==> src/rtl/hsf_pkg.sv <==
package hsf_pkg;
    // Sequencer states of the framer.
    typedef enum logic [2:0] {
        S_IDLE  = 3'd0,
        S_LEAD  = 3'd1,
        S_BURST = 3'd2,
        S_LLRC  = 3'd3,
        S_GAP   = 3'd4
    } hsf_state_e;
endpackage

==> src/rtl/hsf_par_gen.sv <==
// hsf_par_gen: odd parity per byte for a DATA_W-bit word.
// Assumes DATA_W is a multiple of 8. Output bit i covers bits 8i+7:8i.
module hsf_par_gen #(
    parameter int DATA_W = 32,
    localparam int PAR_W = DATA_W / 8
) (
    input  logic [DATA_W-1:0] din,
    output logic [PAR_W-1:0]  par
);
    for (genvar i = 0; i < PAR_W; i++) begin : g_byte
        // Set the bit so the byte plus its parity holds an odd number of ones.
        assign par[i] = ~^din[8*i +: 8];
    end
endmodule

==> src/rtl/hsf_llrc_acc.sv <==
// hsf_llrc_acc: keeps the running XOR and the word count of the current burst.
// Assumes take and clear never occur together. clear is pulsed in the
// check-word slot, after the sequencer has sampled llrc.
module hsf_llrc_acc #(
    parameter int DATA_W      = 32,
    parameter int BURST_WORDS = 256,
    localparam int CNT_W      = $clog2(BURST_WORDS + 1)
) (
    input  logic              clk,
    input  logic              rst_n,
    input  logic              take,
    input  logic              clear,
    input  logic [DATA_W-1:0] din,
    output logic [CNT_W-1:0]  cnt,
    output logic [DATA_W-1:0] llrc
);
    logic [DATA_W-1:0] acc;

    // Add each accepted word into the XOR and count it; restart after the check word.
    always_ff @(posedge clk) begin
        if (!rst_n) begin
            acc <= '0;
            cnt <= '0;
        end else if (clear) begin
            acc <= '0;
            cnt <= '0;
        end else if (take) begin
            acc <= acc ^ din;
            cnt <= cnt + 1'b1;
        end
    end

    // Seed the check word with the number of words in the burst.
    always_comb llrc = acc ^ DATA_W'(cnt);


    cnt_bound_chk: assert property (@(posedge clk) disable iff (!rst_n)
        cnt <= CNT_W'(BURST_WORDS));
endmodule

==> src/rtl/hsf_par_mon.sv <==
// hsf_par_mon: checks odd byte parity on each word leaving for the channel
// and raises err for the single cycle that follows a bad word. It only
// observes and never changes the data.
module hsf_par_mon #(
    parameter int DATA_W = 32,
    localparam int PAR_W = DATA_W / 8
) (
    input  logic              clk,
    input  logic              rst_n,
    input  logic              valid,
    input  logic [DATA_W-1:0] data,
    input  logic [PAR_W-1:0]  par,
    output logic              err
);
    logic [PAR_W-1:0] good_par;

    hsf_par_gen #(.DATA_W(DATA_W)) u_gen (
        .din (data),
        .par (good_par)
    );

    // Flag a mismatch one cycle after the word it belongs to.
    always_ff @(posedge clk) begin
        if (!rst_n) err <= 1'b0;
        else        err <= valid && (par != good_par);
    end


    err_needs_word_chk: assert property (@(posedge clk) disable iff (!rst_n)
        err |-> $past(valid));
endmodule

==> src/rtl/hsf_seq.sv <==
// hsf_seq: packet/burst sequencer. It opens a packet, waits PKT_LEAD cycles,
// pops words while the FIFO has them, closes a burst on a flag or at
// BURST_WORDS, gives one slot to the check word, and then waits BURST_GAP
// cycles. Assumes PKT_LEAD >= 1 and BURST_GAP >= 1.
module hsf_seq
    import hsf_pkg::*;
#(
    parameter int BURST_WORDS = 256,
    parameter int PKT_LEAD    = 2,
    parameter int BURST_GAP   = 1,
    localparam int CNT_W      = $clog2(BURST_WORDS + 1),
    localparam int MAX_WAIT   = (PKT_LEAD > BURST_GAP) ? PKT_LEAD : BURST_GAP,
    localparam int TMR_W      = (MAX_WAIT > 1) ? $clog2(MAX_WAIT) : 1
) (
    input  logic             clk,
    input  logic             rst_n,
    input  logic             fifo_empty,
    input  logic             fifo_eob,
    input  logic             fifo_eop,
    input  logic [CNT_W-1:0] cnt,
    output logic             fifo_rd,
    output logic             burst_open,
    output hsf_state_e       state
);
    logic [TMR_W-1:0] tmr;
    logic             pkt_last;
    logic             last_word;

    // Pop only inside a burst and only when a word is waiting.
    always_comb fifo_rd = (state == S_BURST) && !fifo_empty;

    // The burst closes on either flag or when the word limit is reached.
    always_comb last_word = fifo_rd &&
        (fifo_eob || fifo_eop || (cnt == CNT_W'(BURST_WORDS - 1)));

    // A burst is open once it has sent a word, so stalls keep the framing up.
    always_comb burst_open = (state == S_BURST) && (cnt != '0);

    // Advance the state machine and the shared wait timer.
    always_ff @(posedge clk) begin
        if (!rst_n) begin
            state    <= S_IDLE;
            tmr      <= '0;
            pkt_last <= 1'b0;
        end else begin
            case (state)
                S_IDLE: begin
                    pkt_last <= 1'b0;
                    if (!fifo_empty) begin
                        state <= S_LEAD;
                        tmr   <= TMR_W'(PKT_LEAD - 1);
                    end
                end
                S_LEAD: begin
                    if (tmr == '0) state <= S_BURST;
                    else           tmr   <= tmr - 1'b1;
                end
                S_BURST: begin
                    if (fifo_rd && fifo_eop) pkt_last <= 1'b1;
                    if (last_word)           state    <= S_LLRC;
                end
                S_LLRC: begin
                    state <= S_GAP;
                    tmr   <= TMR_W'(BURST_GAP - 1);
                end
                S_GAP: begin
                    if (tmr == '0) state <= pkt_last ? S_IDLE : S_BURST;
                    else           tmr   <= tmr - 1'b1;
                end
                default: state <= S_IDLE;
            endcase
        end
    end


    eop_closes_chk: assert property (@(posedge clk) disable iff (!rst_n)
        (fifo_rd && fifo_eop) |=> (state == S_LLRC));


    eob_closes_chk: assert property (@(posedge clk) disable iff (!rst_n)
        (fifo_rd && fifo_eob) |=> (state == S_LLRC));
endmodule

==> src/rtl/hippi_src_framer.sv <==
// hippi_src_framer: top of the source-side framer. Registers every channel
// output: a data word one cycle after its pop, and the check word in the
// cycle after the burst's last data word. Assumes a show-ahead FIFO whose
// head word is valid whenever fifo_empty is low.
module hippi_src_framer
    import hsf_pkg::*;
#(
    parameter int DATA_W      = 32,
    parameter int BURST_WORDS = 256,
    parameter int PKT_LEAD    = 2,
    parameter int BURST_GAP   = 1,
    localparam int PAR_W      = DATA_W / 8,
    localparam int CNT_W      = $clog2(BURST_WORDS + 1)
) (
    input  logic              clk,
    input  logic              rst_n,
    input  logic              fifo_empty,
    input  logic [DATA_W-1:0] fifo_data,
    input  logic [PAR_W-1:0]  fifo_par,
    input  logic              fifo_eob,
    input  logic              fifo_eop,
    output logic              fifo_rd,
    output logic              ch_packet,
    output logic              ch_burst,
    output logic              ch_word,
    output logic              ch_llrc,
    output logic [DATA_W-1:0] ch_data,
    output logic [PAR_W-1:0]  ch_par,
    output logic              par_err
);
    hsf_state_e        state;
    logic              burst_open;
    logic              llrc_slot;
    logic [CNT_W-1:0]  cnt;
    logic [DATA_W-1:0] llrc;
    logic [PAR_W-1:0]  llrc_par;

    hsf_seq #(
        .BURST_WORDS (BURST_WORDS),
        .PKT_LEAD    (PKT_LEAD),
        .BURST_GAP   (BURST_GAP)
    ) u_seq (
        .clk        (clk),
        .rst_n      (rst_n),
        .fifo_empty (fifo_empty),
        .fifo_eob   (fifo_eob),
        .fifo_eop   (fifo_eop),
        .cnt        (cnt),
        .fifo_rd    (fifo_rd),
        .burst_open (burst_open),
        .state      (state)
    );

    always_comb llrc_slot = (state == S_LLRC);

    hsf_llrc_acc #(
        .DATA_W      (DATA_W),
        .BURST_WORDS (BURST_WORDS)
    ) u_acc (
        .clk   (clk),
        .rst_n (rst_n),
        .take  (fifo_rd),
        .clear (llrc_slot),
        .din   (fifo_data),
        .cnt   (cnt),
        .llrc  (llrc)
    );

    hsf_par_gen #(.DATA_W(DATA_W)) u_llrc_par (
        .din (llrc),
        .par (llrc_par)
    );

    hsf_par_mon #(.DATA_W(DATA_W)) u_mon (
        .clk   (clk),
        .rst_n (rst_n),
        .valid (ch_word | ch_llrc),
        .data  (ch_data),
        .par   (ch_par),
        .err   (par_err)
    );

    // The packet is framed for as long as the sequencer is busy.
    always_comb ch_packet = (state != S_IDLE);

    // Register the channel bus: popped words pass through, the check word follows.
    always_ff @(posedge clk) begin
        if (!rst_n) begin
            ch_burst <= 1'b0;
            ch_word  <= 1'b0;
            ch_llrc  <= 1'b0;
            ch_data  <= '0;
            ch_par   <= '0;
        end else begin
            ch_word  <= fifo_rd;
            ch_llrc  <= llrc_slot;
            ch_burst <= fifo_rd | burst_open;
            if (fifo_rd) begin
                ch_data <= fifo_data;
                ch_par  <= fifo_par;
            end else if (llrc_slot) begin
                ch_data <= llrc;
                ch_par  <= llrc_par;
            end
        end
    end


    pass_through_chk: assert property (@(posedge clk) disable iff (!rst_n)
        fifo_rd |=> (ch_word && ch_data == $past(fifo_data) && ch_par == $past(fifo_par)));


    llrc_after_burst_chk: assert property (@(posedge clk) disable iff (!rst_n)
        $fell(ch_burst) |-> ch_llrc);


    gap_idle_chk: assert property (@(posedge clk) disable iff (!rst_n)
        ch_llrc |=> (!ch_burst && !ch_word));


    lead_chk: assert property (@(posedge clk) disable iff (!rst_n)
        $rose(ch_packet) |=> !ch_burst);


    burst_in_pkt_chk: assert property (@(posedge clk) disable iff (!rst_n)
        ch_burst |-> ch_packet);


    reset_quiet_chk: assert property (@(posedge clk)
        !rst_n |=> (!ch_burst && !ch_word && !ch_llrc && !par_err));
endmodule

==> config.mk <==
export PLATFORM = sky130hd
export DESIGN_NAME = hippi_src_framer
export DESIGN_NICKNAME = d
export VERILOG_FILES = /design/src/rtl/hsf_pkg.sv /design/src/rtl/hsf_par_gen.sv /design/src/rtl/hsf_llrc_acc.sv /design/src/rtl/hsf_par_mon.sv /design/src/rtl/hsf_seq.sv /design/src/rtl/hippi_src_framer.sv
export SDC_FILE = /design/constraint.sdc
export NUM_CORES = 1
export LEC_CHECK = 0
export ABC_AREA = 1
export BUFFER_PORTS_ARGS = -buffer_cell sky130_fd_sc_hd__buf_2
export CORE_ASPECT_RATIO = 2
export CORE_MARGIN = 3
export CORE_UTILIZATION = 55
export CTS_CLUSTER_SIZE = 12
export DETAILED_ROUTE_END_ITERATION = 6
export GPL_TIMING_DRIVEN = 1
export PLACE_DENSITY = 0.79
export SYNTH_ARGS = -nofsm -noshare
export SYNTH_HDL_FRONTEND = slang
export SYNTH_SLANG_ARGS = --single-unit
==> constraint.sdc <==
create_clock -name clk -period 2.5 [get_ports clk]
set_input_delay 0.375 -clock clk [delete_from_list [all_inputs] [get_ports clk]]
set_output_delay 0.375 -clock clk [all_outputs]
set_load 0.01 [all_outputs]
==> impl_metrics.env <==
export IMPL_outcome="finished clean"
export IMPL_finalSetupViolCount=0
export IMPL_tightest_slew_ns=0.555
export IMPL_drt_pass1_iterations=4
export IMPL_syn_avg_cell_area_sq_um=7.12
export IMPL_vias=4297
export IMPL_initial_utilization_pct=57.0
export IMPL_avgRoutedWirePerCell_um=14.8
export IMPL_skew_ns=0.00668
export IMPL_hold_path_class="in -> reg"
export IMPL_synth_seq_cells=86
export IMPL_p_leak_nw=2.31
export IMPL_hold_violations=0
export IMPL_maxCapViolations=0
export IMPL_cellPowerDensity_nw_per_um2=913
export IMPL_grt_max_degree=26
export IMPL_ys_seq_area_share_pct=39.7
export IMPL_insertion_delay_ns=0.34
export IMPL_clockBufferDepth=2
export IMPL_synthesis_nets=653
export IMPL_dieWidth_um=68.8
export IMPL_antenna_found_initial=0
export IMPL_cts_sinks=86
export IMPL_final_common_cell="nand2_1"
export IMPL_final_cell_mix="nand2_1, dfxtp_1, buf_2"
export IMPL_synth_top_area_share_pct=39.7
export IMPL_cts_buffers=9
export IMPL_cts_resized=0
export IMPL_synth_area_leaders="dfxtp_1, nand2_1, o21ai_0, xnor2_1, a21oi_1"
export IMPL_fmax_ghz=0.471
export IMPL_syn2layout_area_growth_pct=16.9
export IMPL_cts_tree="done"
export IMPL_ant_nets=0
export IMPL_worst_ep_arrival_time_ns=2.40
export IMPL_whs_ns=0.276
export IMPL_fin_crit_sh_pct=85.0
export IMPL_grt_pass1_vias=4147
export IMPL_grt_pass1_wl_um=18600
export IMPL_wirelength_um=11600
export IMPL_coreArea_sq_um=7600
export IMPL_maxSlewViolCount=0
export IMPL_peakVddDrop_mv=0.375
export IMPL_cp_required_ns=2.78
export IMPL_crit_slowest_cell="dfxtp_1"
export IMPL_drc_errors=0
export IMPL_holdBufCountCts=0
export IMPL_stdcell_area_sq_um=5060
export IMPL_tns_ns=0
export IMPL_cp_common_cell="nor2_1"
export IMPL_criticalPathCategory="reg -> reg"
export IMPL_synth_area_sq_um=4330
export IMPL_place_congestion=0.927
export IMPL_path_cells="ha_1 > inv_1 > nor4_1 > nand2_1 > nor2_1 > ha_1 > nor2_1 > nand2_1 > a21oi_1 > a211oi_1 > a32oi_1 > nor2_1"
export IMPL_overflow=0
export IMPL_dpl_hpwl_um=8220
export IMPL_dr_first_iter_drc_count=239
export IMPL_nNetsFinal=733
export IMPL_yosys_warnings=0
export IMPL_ios=83
export IMPL_synth_area_leader_cell="dfxtp_1"
export IMPL_syn_inst=609
export IMPL_crit_fanout=5
export IMPL_cp_end_kind="flop"
export IMPL_cts_reportedPaths_clkPinSlew_ns=0.06
export IMPL_n_antenna_cell=0
export IMPL_htreeDepth=3
export IMPL_fp_dieH_um=132
export IMPL_cpPeakStageDelay_ns=0.40
export IMPL_slew_headroom_pct=62.9
export IMPL_final_layout_size_suffix_gt1_share_pct=17.1
export IMPL_grt_total_usage_pct=26.9
export IMPL_clock_tree_root_cell="clkbuf_16"
export IMPL_fp_row_count=45
export IMPL_cts_setup_buffers=0
export IMPL_io_buffer_count=82
export IMPL_start_kind="flop"
export IMPL_avgViaCountPerCell=5.45
export IMPL_ys_types=32
export IMPL_dpl_instance_area_sq_um=4800
export IMPL_period_minus_slack_ns=2.12
export IMPL_die_area_sq_um=9050
export IMPL_rsz0062_at_grt="no"
==> path summary, 6_finish.rpt <==
kind	startpoint	endpoint	slack [ns]	depth (start not counted)
worst max-delay path	u_acc.cnt[0]	u_seq.state[0]	0.38	12
worst max register to register	u_acc.cnt[0]	u_seq.state[0]	0.38	12
worst min-delay path	fifo_eop	u_seq.pkt_last	0.28	2
worst min register to register	ch_par[0]	ch_par[0]	0.49	2
==> state kept, by name (all words and copies together), names as in the netlist <==
register,count
ch_burst,1
ch_data,32
ch_llrc,1
ch_par,4
ch_word,1
u_acc.acc,32
u_acc.cnt,9
u_mon.err,1
u_seq.pkt_last,1
u_seq.state,3
u_seq.tmr,1
==> area by class of cell <==
class | count | area (sq um)
fill | 651 | 2540
multi-input combinational | 448 | 2290
sequential | 86 | 1720
timing repair buffer | 89 | 463
clock buffer | 10 | 229
inverter | 55 | 206
tap | 94 | 118
clock inverter | 6 | 38.8
==> cells in the mapped netlist <==
master	number
a211oi_1	2
or2_2	3
clkbuf_1	6
nand3_1	14
a21oi_1	48
xnor2_1	31
nor2_2	1
o21ai_0	58
ha_1	3
dfxtp_1	86
nand2_2	3
nand4_1	1
a31oi_1	15
nor2_1	28
nor3_1	5
nor2_8	1
buf_6	2
o211ai_1	1
nor2_4	2
nand2_1	195
nand3b_1	3
nand3_2	1
inv_1	51
buf_4	5
inv_2	4
o21ai_1	2
a41oi_1	1
buf_2	7
a32o_1	1
nor4_1	3
a32oi_1	1
xor2_1	25
==> report_power, final <==
part	internal, mW	total [mW]	switching, mW
Clock	0.669	1.21	0.539
Sequential	1.57	1.77	0.196
Combinational	0.641	1.64	1.00
==> worst max-delay path, delay by kind of cell (launching register included) <==
kind | cells | cell delay (ns)
flip-flops | 1 | 0.40
adder cells (fa/ha/maj) | 2 | 0.39
AO/OA/AOI/OAI | 3 | 0.45
AND/OR/NAND/NOR | 6 | 0.78
buffers and inverters | 1 | 0.05
==> layer usage <==
metal	global-route usage, %	share of wire [%]	vias to the layer above
met5	0	0	-
met2	49.8	55	154
li1	-	-	2119
met1	26.3	35	1994
met3	4.70	5.8	30
met4	14.2	3.8	0
==> metrics by stage <==
stage	utilization, %	worst slack, ns	power [mW]	cells
2_1_floorplan	-	0.733	2.96	609
3_3_place_gp	63.1	0.618	3.36	772
3_5_place_dp	63.1	0.557	3.40	772
4_1_cts	66.6	0.413	4.63	788
5_1_grt	66.6	0.180	4.92	788
6_report	66.6	0.375	4.62	788
==> cell families after synthesis <==
family	share of synthesized area [%]
XOR/XNOR	11.3
flip-flops	39.7
adder cells (fa/ha/maj)	0.866
buffers and inverters	7.48
AO/OA/AOI/OAI	15.8
AND/OR/NAND/NOR	24.8
(Power assumes the default switching activity.)
